File: src/rtl/intr_pkg.sv
package intr_pkg;
    localparam int NSRC     = 4;
    localparam int SRC_NMI  = 0;
    localparam int SRC_TMR  = 1;
    localparam int SRC_DMA  = 2;
    localparam int SRC_HOST = 3;

    localparam int PBIT_I = 2;
    localparam int PBIT_D = 3;
    localparam int PBIT_B = 4;

    typedef enum logic [2:0] {
        ST_IDLE,
        ST_FETCH,
        ST_SPIN,
        ST_PUSH_BANK,
        ST_PUSH_HI,
        ST_PUSH_LO,
        ST_PUSH_FLAGS,
        ST_VECTOR
    } entry_state_t;
endpackage

File: src/rtl/intr_pick.sv
module intr_pick
    import intr_pkg::*;
(
    input  logic [NSRC-1:0] req,
    input  logic [NSRC-2:0] en,
    input  logic [NSRC-1:0] blocked,
    input  logic            i_flag,
    output logic [NSRC-1:0] grant,
    output logic            any
);
    logic [NSRC-1:0] elig;

    // Source 0 ignores the I flag; the others need enable and I clear.
    always_comb begin
        elig[SRC_NMI] = req[SRC_NMI] & ~blocked[SRC_NMI];
        for (int i = 1; i < NSRC; i++) begin
            elig[i] = req[i] & en[i-1] & ~blocked[i] & ~i_flag;
        end
    end

    // Lowest index wins.
    always_comb begin
        logic found;
        found = 1'b0;
        grant = '0;
        for (int i = 0; i < NSRC; i++) begin
            if (elig[i] && !found) begin
                grant[i] = 1'b1;
                found    = 1'b1;
            end
        end
        any = found;
    end
endmodule

File: src/rtl/intr_status.sv
module intr_status
    import intr_pkg::*;
(
    input  logic            clk,
    input  logic            rst_n,
    input  logic            take,
    input  logic [NSRC-1:0] grant,
    input  logic            ack_we,
    input  logic [NSRC-1:0] ack_val,
    output logic [NSRC-1:0] ack_q,
    output logic [NSRC-1:0] stat_q
);
    genvar g;
    generate
        for (g = 0; g < NSRC; g++) begin : g_src
            logic set_now;
            logic ack_one;

            assign set_now = take & grant[g];
            assign ack_one = ack_we & ack_val[g];

            always_ff @(posedge clk or negedge rst_n) begin
                if (!rst_n) begin
                    stat_q[g] <= 1'b0;
                end else begin
                    stat_q[g] <= (stat_q[g] & ~ack_one) | set_now;
                end
            end

            if (g == SRC_NMI) begin : g_self_mask
                always_ff @(posedge clk or negedge rst_n) begin
                    if (!rst_n) begin
                        ack_q[g] <= 1'b0;
                    end else begin
                        ack_q[g] <= (ack_we ? ack_val[g] : ack_q[g]) | set_now;
                    end
                end
            end else begin : g_plain
                always_ff @(posedge clk or negedge rst_n) begin
                    if (!rst_n) begin
                        ack_q[g] <= 1'b0;
                    end else if (ack_we) begin
                        ack_q[g] <= ack_val[g];
                    end
                end
            end
        end
    endgenerate
endmodule

File: src/rtl/intr_entry_fsm.sv
module intr_entry_fsm
    import intr_pkg::*;
#(
    parameter int AW = 24,
    parameter int VW = 16,
    parameter int SW = 16,
    parameter int DW = 8
) (
    input  logic          clk,
    input  logic          rst_n,
    input  logic          take,
    input  logic [VW-1:0] vec_in,
    input  logic [AW-1:0] pc_in,
    input  logic [DW-1:0] p_in,
    input  logic [SW-1:0] sp_in,
    input  logic          emu_in,
    input  logic          bus_ready,
    output logic          busy,
    output logic [VW-1:0] vec_q,
    output logic          bus_valid,
    output logic          bus_write,
    output logic [AW-1:0] bus_addr,
    output logic [DW-1:0] bus_wdata,
    output logic          done,
    output logic [AW-1:0] new_pc,
    output logic [DW-1:0] new_p,
    output logic [SW-1:0] new_sp
);
    localparam int BW = AW - VW;
    localparam logic [SW-1:0] SP_ONE = 1;
    localparam logic [DW-1:0] B_MASK = DW'(1) << PBIT_B;
    localparam logic [DW-1:0] I_MASK = DW'(1) << PBIT_I;
    localparam logic [DW-1:0] D_MASK = DW'(1) << PBIT_D;

    entry_state_t  state_q, state_d;
    logic [AW-1:0] pc_q;
    logic [DW-1:0] p_q;
    logic [SW-1:0] sp_q;
    logic          emu_q;
    logic          push_fire;

    assign push_fire = bus_valid & bus_ready & bus_write;

    // State register and captured context
    always_ff @(posedge clk or negedge rst_n) begin
        if (!rst_n) begin
            state_q <= ST_IDLE;
            pc_q    <= '0;
            p_q     <= '0;
            sp_q    <= '0;
            emu_q   <= 1'b0;
            vec_q   <= '0;
        end else begin
            state_q <= state_d;
            if (take) begin
                pc_q  <= pc_in;
                p_q   <= p_in;
                sp_q  <= sp_in;
                emu_q <= emu_in;
                vec_q <= vec_in;
            end else if (push_fire) begin
                sp_q <= sp_q - SP_ONE;
            end
        end
    end

    // Next-state logic
    always_comb begin
        state_d = state_q;
        unique case (state_q)
            ST_IDLE:       if (take) state_d = ST_FETCH;
            ST_FETCH:      if (bus_ready) state_d = ST_SPIN;
            ST_SPIN:       state_d = emu_q ? ST_PUSH_HI : ST_PUSH_BANK;
            ST_PUSH_BANK:  if (bus_ready) state_d = ST_PUSH_HI;
            ST_PUSH_HI:    if (bus_ready) state_d = ST_PUSH_LO;
            ST_PUSH_LO:    if (bus_ready) state_d = ST_PUSH_FLAGS;
            ST_PUSH_FLAGS: if (bus_ready) state_d = ST_VECTOR;
            ST_VECTOR:     state_d = ST_IDLE;
            default:       state_d = ST_IDLE;
        endcase
    end

    // Output logic
    always_comb begin
        busy      = (state_q != ST_IDLE);
        bus_valid = 1'b0;
        bus_write = 1'b0;
        bus_addr  = '0;
        bus_wdata = '0;
        done      = 1'b0;
        new_pc    = {{BW{1'b0}}, vec_q};
        new_p     = (p_q | I_MASK) & ~D_MASK;
        new_sp    = sp_q;
        unique case (state_q)
            ST_IDLE, ST_SPIN: ;
            ST_FETCH: begin
                bus_valid = 1'b1;
                bus_addr  = pc_q;
            end
            ST_PUSH_BANK: begin
                bus_valid = 1'b1;
                bus_write = 1'b1;
                bus_addr  = {{(AW-SW){1'b0}}, sp_q};
                bus_wdata = pc_q[AW-1 -: DW];
            end
            ST_PUSH_HI: begin
                bus_valid = 1'b1;
                bus_write = 1'b1;
                bus_addr  = {{(AW-SW){1'b0}}, sp_q};
                bus_wdata = pc_q[VW-1 -: DW];
            end
            ST_PUSH_LO: begin
                bus_valid = 1'b1;
                bus_write = 1'b1;
                bus_addr  = {{(AW-SW){1'b0}}, sp_q};
                bus_wdata = pc_q[DW-1:0];
            end
            ST_PUSH_FLAGS: begin
                bus_valid = 1'b1;
                bus_write = 1'b1;
                bus_addr  = {{(AW-SW){1'b0}}, sp_q};
                bus_wdata = emu_q ? (p_q & ~B_MASK) : p_q;
            end
            ST_VECTOR: done = 1'b1;
            default: ;
        endcase
    end
endmodule

File: src/rtl/intr_entry_ctrl.sv
module intr_entry_ctrl
    import intr_pkg::*;
#(
    parameter int AW = 24,
    parameter int VW = 16,
    parameter int SW = 16,
    parameter int DW = 8
) (
    input  logic            clk,
    input  logic            rst_n,
    input  logic            last_cycle,
    input  logic            hold,
    input  logic            i_flag,
    input  logic            emu_mode,
    input  logic            nmi_req,
    input  logic            tmr_req,
    input  logic            dma_req,
    input  logic            host_req,
    input  logic [NSRC-2:0] irq_en,
    input  logic            ack_we,
    input  logic [NSRC-1:0] ack_val,
    input  logic [VW-1:0]   nmi_vec,
    input  logic [VW-1:0]   irq_vec,
    input  logic [AW-1:0]   pc_in,
    input  logic [DW-1:0]   p_in,
    input  logic [SW-1:0]   sp_in,
    input  logic            bus_ready,
    output logic            pending,
    output logic            wake,
    output logic [VW-1:0]   sel_vec,
    output logic [NSRC-1:0] stat,
    output logic [NSRC-1:0] ack_bits,
    output logic            bus_valid,
    output logic            bus_write,
    output logic [AW-1:0]   bus_addr,
    output logic [DW-1:0]   bus_wdata,
    output logic            entry_done,
    output logic [AW-1:0]   new_pc,
    output logic [DW-1:0]   new_p,
    output logic [SW-1:0]   new_sp
);
    logic [NSRC-1:0] req_all;
    logic [NSRC-1:0] grant;
    logic            any;
    logic            take;
    logic            busy;
    logic [VW-1:0]   vec_pick;

    assign req_all  = {host_req, dma_req, tmr_req, nmi_req};
    assign take     = last_cycle & ~hold & ~busy & any;
    assign vec_pick = grant[SRC_NMI] ? nmi_vec : irq_vec;
    assign pending  = busy;

    intr_pick u_pick (
        .req     (req_all),
        .en      (irq_en),
        .blocked (ack_bits),
        .i_flag  (i_flag),
        .grant   (grant),
        .any     (any)
    );

    intr_status u_status (
        .clk     (clk),
        .rst_n   (rst_n),
        .take    (take),
        .grant   (grant),
        .ack_we  (ack_we),
        .ack_val (ack_val),
        .ack_q   (ack_bits),
        .stat_q  (stat)
    );

    intr_entry_fsm #(.AW(AW), .VW(VW), .SW(SW), .DW(DW)) u_fsm (
        .clk       (clk),
        .rst_n     (rst_n),
        .take      (take),
        .vec_in    (vec_pick),
        .pc_in     (pc_in),
        .p_in      (p_in),
        .sp_in     (sp_in),
        .emu_in    (emu_mode),
        .bus_ready (bus_ready),
        .busy      (busy),
        .vec_q     (sel_vec),
        .bus_valid (bus_valid),
        .bus_write (bus_write),
        .bus_addr  (bus_addr),
        .bus_wdata (bus_wdata),
        .done      (entry_done),
        .new_pc    (new_pc),
        .new_p     (new_p),
        .new_sp    (new_sp)
    );

    always_ff @(posedge clk or negedge rst_n) begin
        if (!rst_n) wake <= 1'b0;
        else        wake <= take;
    end
endmodule

File: config.mk
export PLATFORM = sky130hd
export DESIGN_NAME = intr_entry_ctrl
export DESIGN_NICKNAME = d
export VERILOG_FILES = /design/src/rtl/intr_pkg.sv /design/src/rtl/intr_pick.sv /design/src/rtl/intr_status.sv /design/src/rtl/intr_entry_fsm.sv /design/src/rtl/intr_entry_ctrl.sv
export SDC_FILE = /design/constraint.sdc
export NUM_CORES = 1
export LEC_CHECK = 0
export BUFFER_PORTS_ARGS = -buffer_cell sky130_fd_sc_hd__buf_4
export CORE_MARGIN = 1
export CORE_UTILIZATION = 25
export DETAILED_ROUTE_END_ITERATION = 16
export HOLD_SLACK_MARGIN = 0.06
export MAX_ROUTING_LAYER = met4
export PLACE_DENSITY = 0.56
export REMOVE_ABC_BUFFERS = 1
export SYNTH_ARGS = -nofsm -noshare
export SYNTH_HDL_FRONTEND = slang
export SYNTH_SLANG_ARGS = --single-unit
File: constraint.sdc
create_clock -name clk -period 2.4 [get_ports clk]
set_input_delay 0 -clock clk [delete_from_list [all_inputs] [get_ports clk]]
set_output_delay 0 -clock clk [all_outputs]
set_load 0.1 [all_outputs]
==> results of run 1 <==
## stage by stage
step	std cells	cell area, sq um	hold WS (ns)	util (%)
after floorplan	352	3920	-0.296	-
after global placement	795	5930	0.220	35.7
after detailed placement	795	5930	0.224	35.7
after CTS	907	7180	0.132	43.3
after global routing	907	7180	0.172	43.3
final	907	7180	0.137	43.3
## state kept, by name, indices dropped and copies added (netlist names)
register	cells
u_fsm.pc_q	24
u_fsm.new_sp	16
u_fsm.vec_q	16
u_fsm.p_q	8
u_status.ack_q	4
u_status.stat_q	4
u_fsm.state_q	3
u_fsm.emu_q	1
wake	1
## cell type report
class | instances | area share (%)
Clock buffer | 9 | 3.14
Sequential cell | 77 | 26.8
Multi-Input combinational cell | 266 | 27.6
Clock inverter | 7 | 0.923
Inverter | 9 | 0.470
Timing Repair Buffer | 319 | 37.2
Tap cell | 220 | 3.83
## cells by family (layout without fill, tap and decap cells)
kind of cell,after synthesis,after routing
compound gates,109,109
simple gates,79,79
flops,77,77
buf+inv,69,344
mux,62,62
xor+xnor,5,5
other cells,2,10
fa+ha+maj,1,1
## worst max-delay path: cells and delay by family (launching register included)
kind / cells / cell delay, ns
and+or+nand+nor: 2 / 0.88
buffers and inverters: 2 / 0.78
DFF: 1 / 0.37
AOI/OAI and AO/OA: 1 / 0.18
## synthesized netlist by cell type, types with 2 or more instances
cell,number
buf_4,32
a32o_1,2
buf_2,9
nor2_1,2
inv_1,8
or4_1,6
dfrtp_1,77
or3_1,7
mux2_1,26
a22o_1,25
nor3_1,11
nand3_1,4
nand2_1,17
conb_1,2
clkbuf_1,19
or3_2,2
o31ai_1,6
nor2b_1,4
or3b_1,2
xnor2_1,3
o21ai_0,53
nand3b_1,3
a31oi_1,10
mux2i_1,25
nor4bb_1,3
and2_1,8
a21oi_1,2
xor2_1,2
o211ai_1,2
mux2_2,11
## worst paths after layout
kind / startpoint / end / slack, ns / cells after the start
worst max-delay path: u_fsm.state_q[2] / u_status.ack_q[0] / 0.13 / 5
worst min-delay path: hold / u_fsm.new_sp[2] / 0.14 / 5
worst max register to register: u_fsm.state_q[2] / u_status.ack_q[0] / 0.13 / 5
worst min register to register: u_fsm.p_q[3] / u_fsm.p_q[3] / 0.50 / 1
max in group asynchronous: rst_n / u_fsm.vec_q[3] / 1.36 / 2
min in group asynchronous: rst_n / u_fsm.pc_q[17] / 0.38 / 2
## what timing repair did
item                                    CTS  global route
hold buffers                             96             0
gates resized for setup                   0             1
hold endpoints to repair                151             0
endpoints found under the setup margin    0             1
## layer usage
layer / part of all wire [%] / global-route usage [%] / wire length, um
met1: 41 / 20.1 / 6150
met2: 51 / 30.5 / 7550
met3: 4.9 / 3.19 / 734
met4: 2.9 / 7.85 / 427
met5: 0 / - / 0
==> metrics.csv, run 1 <==
metric;value;unit
status;completed;
number of global-route vias before repair;4537;
worst setup margin;0.134;ns
worst rel slew slack;32.3;%
mux cell area share after synthesis;15.7;%
Synth Area in Compound Gates;17.0;%
number of fill cells;1596;
Die Width;132;um
commonest non-fill, non-tap cell in the layout;buf_4;
initial antenna violation count;0;
Post-Synth Simple-Gate Area;11.3;%
Area contributors post-synth;dfrtp_1 45%, mux2_1 6.9%, o21ai_0 6.2%, mux2i_1 5.9%, buf_4 5.7%;
count of flip-flops with a built-in enable after synthesis;0;
top cell type's share of synthesized area;45.3;%
synth unique cells;51;
Tmin final;2.27;ns
RSZ-0062 raised after global routing;no;
Worst Skew;0.00393;ns
fmax;441;MHz
worst hold path class;in -> reg;
element type at the critical path start;flop;
DR WL/cell;16.4;um
Cells after Synth;404;
n_diodes;0;
Reg area;0.00193;sq mm
Synth area leader;dfrtp_1;
peak per-stage delay on the critical path;0.57;ns
actual slew at the worst max-slew pin;1.01;ns
setup repair bufs after CTS;0;
GRT Overall Usage;17.8;%
Routed Antenna Nets;0;
post-synthesis adder-cell area fraction;0.294;%
Total Neg Setup Slack;0;ns
most frequent cells in the layout;220 x buf_4, 96 x dlygate4sd3_1, 77 x dfrtp_1;
CTS root buffer;clkbuf_16;
H-tree levels;3;
share of post-route cells with drive strength above 1;38.3;%
XOR/XNOR share of the synthesized area;1.03;%
DRC;0;
top-level port count;208;
Syn Area/Cell;10.5;sq um
Mapped Area;0.00425;sq mm
Syn. warnings;0;
final setup fails;0;
register area share after synthesis;45.3;%
CP Cell Sequence;or3_1, or3b_4, buf_4, o221ai_1, dlygate4sd3_1;
initial core utilization;25.6;%
core area;0.0166;sq mm
TritonCTS Buffers;9;
Crit Path Max Fanout;18;
1st-pass router iterations;4;
Final Slew Violations;0;
Syn-to-layout area delta;69.0;%
max-cap violations;0;
post-DP HPWL;10500;um
fraction of registers with async set/reset;100;%
Sinks on Clock Net;77;
Clock transition at path regs;0.06;ns
Crit Path Class;reg -> reg;
post-place setup slack;0.308;ns
Req. time, crit path;2.68;ns
Vias;4277;
Clock Latency Late Sink;0.34;ns
largest family of logic cells by synthesized area;compound AO/OA/AOI/OAI gates;
post-DR vias/cell;4.72;
starting DRC count in detailed routing;163;
CTS tree;built;
Max stage delay cell, worst path;dlygate4sd3_1;
critical path arrival;2.54;ns
final net count;782;
wirelength, routed;14900;um
multi-input logic area;0.00198;sq mm
Placer Congestion;0.835;
first-pass GRT wire length;23600;um
Main synth FF type;dfrtp_1;
FF+latch count, synth;77;
IO Port Bufs;197;
Final period util;94.4;%
gr ovfl total;0;
largest net degree at the start of global routing;78;
die height;132;um
Site Rows;47;
final hold vios;0;
Worst setup EP type;flop;
Clock Path Buffers;2;
Die ar.;0.0175;sq mm
Power of run 1 is left out: the tool's default activity adds up to more than one toggle a clock period on the data nets, which glitch-free logic cannot reach.
==> run 2: changes to the inputs <==
Settings changed: BUFFER_PORTS_ARGS -buffer_cell sky130_fd_sc_hd__buf_4 to not set, CTS_CLUSTER_SIZE set to 28, DONT_BUFFER_PORTS set to 1, PLACE_DENSITY 0.56 to 0.45.
==> run 2 against run 1 <==
Net effect:
- clock skew up 0.0041 ns
- highest routed layer unchanged
- wire length decreased by 2.7%
- final area is 6.2% lower
- fmax decreased by 0.14%
==> metrics.csv, run 2 (synthesis results as in run 1) <==
metric;value;unit;change
CP Cell Sequence;or3_4, or3b_1, buf_4, o221ai_1, dlygate4sd3_1;;
Tmin final;2.27;ns;+0.00310 ns
Routed Antenna Nets;0;;unchanged
largest net degree at the start of global routing;78;;unchanged
peak per-stage delay on the critical path;0.56;ns;about the same
final net count;660;;-16%
Req. time, crit path;2.68;ns;about the same
initial core utilization;25.6;%;unchanged
wirelength, routed;14500;um;-2.7%
first-pass GRT wire length;22600;um;-4.0%
commonest non-fill, non-tap cell in the layout;dlygate4sd3_1;;
gr ovfl total;0;;unchanged
Sinks on Clock Net;77;;unchanged
CTS root buffer;clkbuf_16;;
Die Width;132;um;unchanged
setup repair bufs after CTS;0;;unchanged
global routing usage on met1;19.0;%;-1.1 points
CTS tree;built;;
Vias;3739;;-13%
Finished Layout Cells;785;;-13%
final setup fails;0;;unchanged
Die ar.;0.0175;sq mm;unchanged
max FFs per register;24;;unchanged
Placer Congestion;0.793;;-5.0%
number of fill cells;1619;;+1.4%
fmax;441;MHz;-0.14%
DRC;0;;unchanged
actual slew at the worst max-slew pin;0.932;ns;-0.0831 ns
critical path arrival;2.55;ns;about the same
1st-pass router iterations;4;;unchanged
post-DP HPWL;10400;um;-1.5%
Final Core Density;40.6;%;-2.7 points
Worst Path Buf+Inv;2;;unchanged
die height;132;um;unchanged
IO Port Bufs;0;;-100%
grt met3 use;4.61;%;+1.4 points
DR WL/cell;18.4;um;+12%
Syn-to-layout area delta;58.4;%;
Most flops, register;u_fsm.pc_q;;
Clock transition at path regs;0.07;ns;about the same
Clock Path Buffers;2;;unchanged
post-DR vias/cell;4.76;;+1.0%
TritonCTS Buffers;9;;unchanged
n_diodes;0;;unchanged
Crit Path Max Fanout;18;;unchanged
Crit Path Class;reg -> reg;;
Worst Skew;0.00803;ns;+0.00410 ns
worst rel slew slack;37.9;%;+5.5 points
Final Slew Violations;0;;unchanged
Final period util;94.5;%;+0.13 points
RSZ-0062 raised after global routing;no;;
starting DRC count in detailed routing;97;;-40%
top-level port count;208;;unchanged
Max stage delay cell, worst path;dlygate4sd3_1;;
element type at the critical path start;flop;;
share of post-route cells with drive strength above 1;28.3;%;-10 points
most frequent cells in the layout;95 x dlygate4sd3_1, 67 x buf_4, 61 x dfrtp_1;;
GR Layer Usage met2;30.5;%;about the same
worst hold path class;in -> reg;;
GRT Overall Usage;17.5;%;-0.25 points
initial antenna violation count;0;;unchanged
core area;0.0166;sq mm;unchanged
final hold vios;0;;unchanged
H-tree levels;3;;unchanged
CP delay by family, top;simple AND/OR/NAND/NOR gates;;
busiest grt layer;met2;;
Site Rows;47;;unchanged
number of global-route vias before repair;4098;;-9.7%
status;completed;;
placed insts;673;;-15%
max-cap violations;0;;unchanged
Worst setup EP type;flop;;
Clock Latency Late Sink;0.34;ns;about the same
[run 2: worst paths after layout]
| kind | start | to | slack [ns] | cells after the start |
|---|---|---|---|---|
| max in group asynchronous | rst_n | u_fsm.pc_q[10] | 1.87 | 2 |
| min reg2reg | u_fsm.p_q[3] | u_fsm.p_q[3] | 0.49 | 1 |
| min in group asynchronous | rst_n | u_status.stat_q[3] | 0.20 | 2 |
| max | u_fsm.state_q[0] | u_status.ack_q[0] | 0.13 | 5 |
| min | i_flag | u_status.stat_q[3] | 0.10 | 3 |
| max reg2reg | u_fsm.state_q[0] | u_status.ack_q[0] | 0.13 | 5 |
[run 2: layout make-up]
class	instances	area (sq um)	share of cell area (%)
well taps	220	275	4.09
clock buffers	10	239	3.55
inverters	9	33.8	0.502
multi-input cells	266	1990	29.6
flip-flops and latches	77	1950	28.9
repair buffers	197	2160	32.1
clock inverters	6	86.3	1.28
[run 2: repair_timing]
action                                 in CTS  in global routing
endpoints found under the hold margin     153                  0
hold buffers                               96                  0
setup endpoints to repair                   0                  1
gates resized for setup                     0                  1
[run 2: worst reg2reg max path, cell delays in order, from the launching register on]
cell and delay [ns]:
dfrtp_1 0.44, or3_4 0.38, or3b_1 0.43, buf_4 0.22, o221ai_1 0.18, dlygate4sd3_1 0.56
[run 2: per-layer routing]
layer / wire length (um) / part of all wire, %
met1: 5870 / 41
met5: 0 / 0
met4: 323 / 2.2
met3: 869 / 6.0
met2: 7400 / 51
[run 2: stage by stage]
step	area [sq um]	hold WS [ns]	worst slack, ns	TNS, ns
global placement	5430	-0.292	0.315	0
global route	6730	0.0936	0.0177	0
finish	6730	0.101	0.131	0
CTS	6730	0.0724	0.0893	0
detailed placement	5430	-0.293	0.280	0
floorplan	3920	-0.296	-1.43	-87.71
Power of run 2 is left out for the same reason.
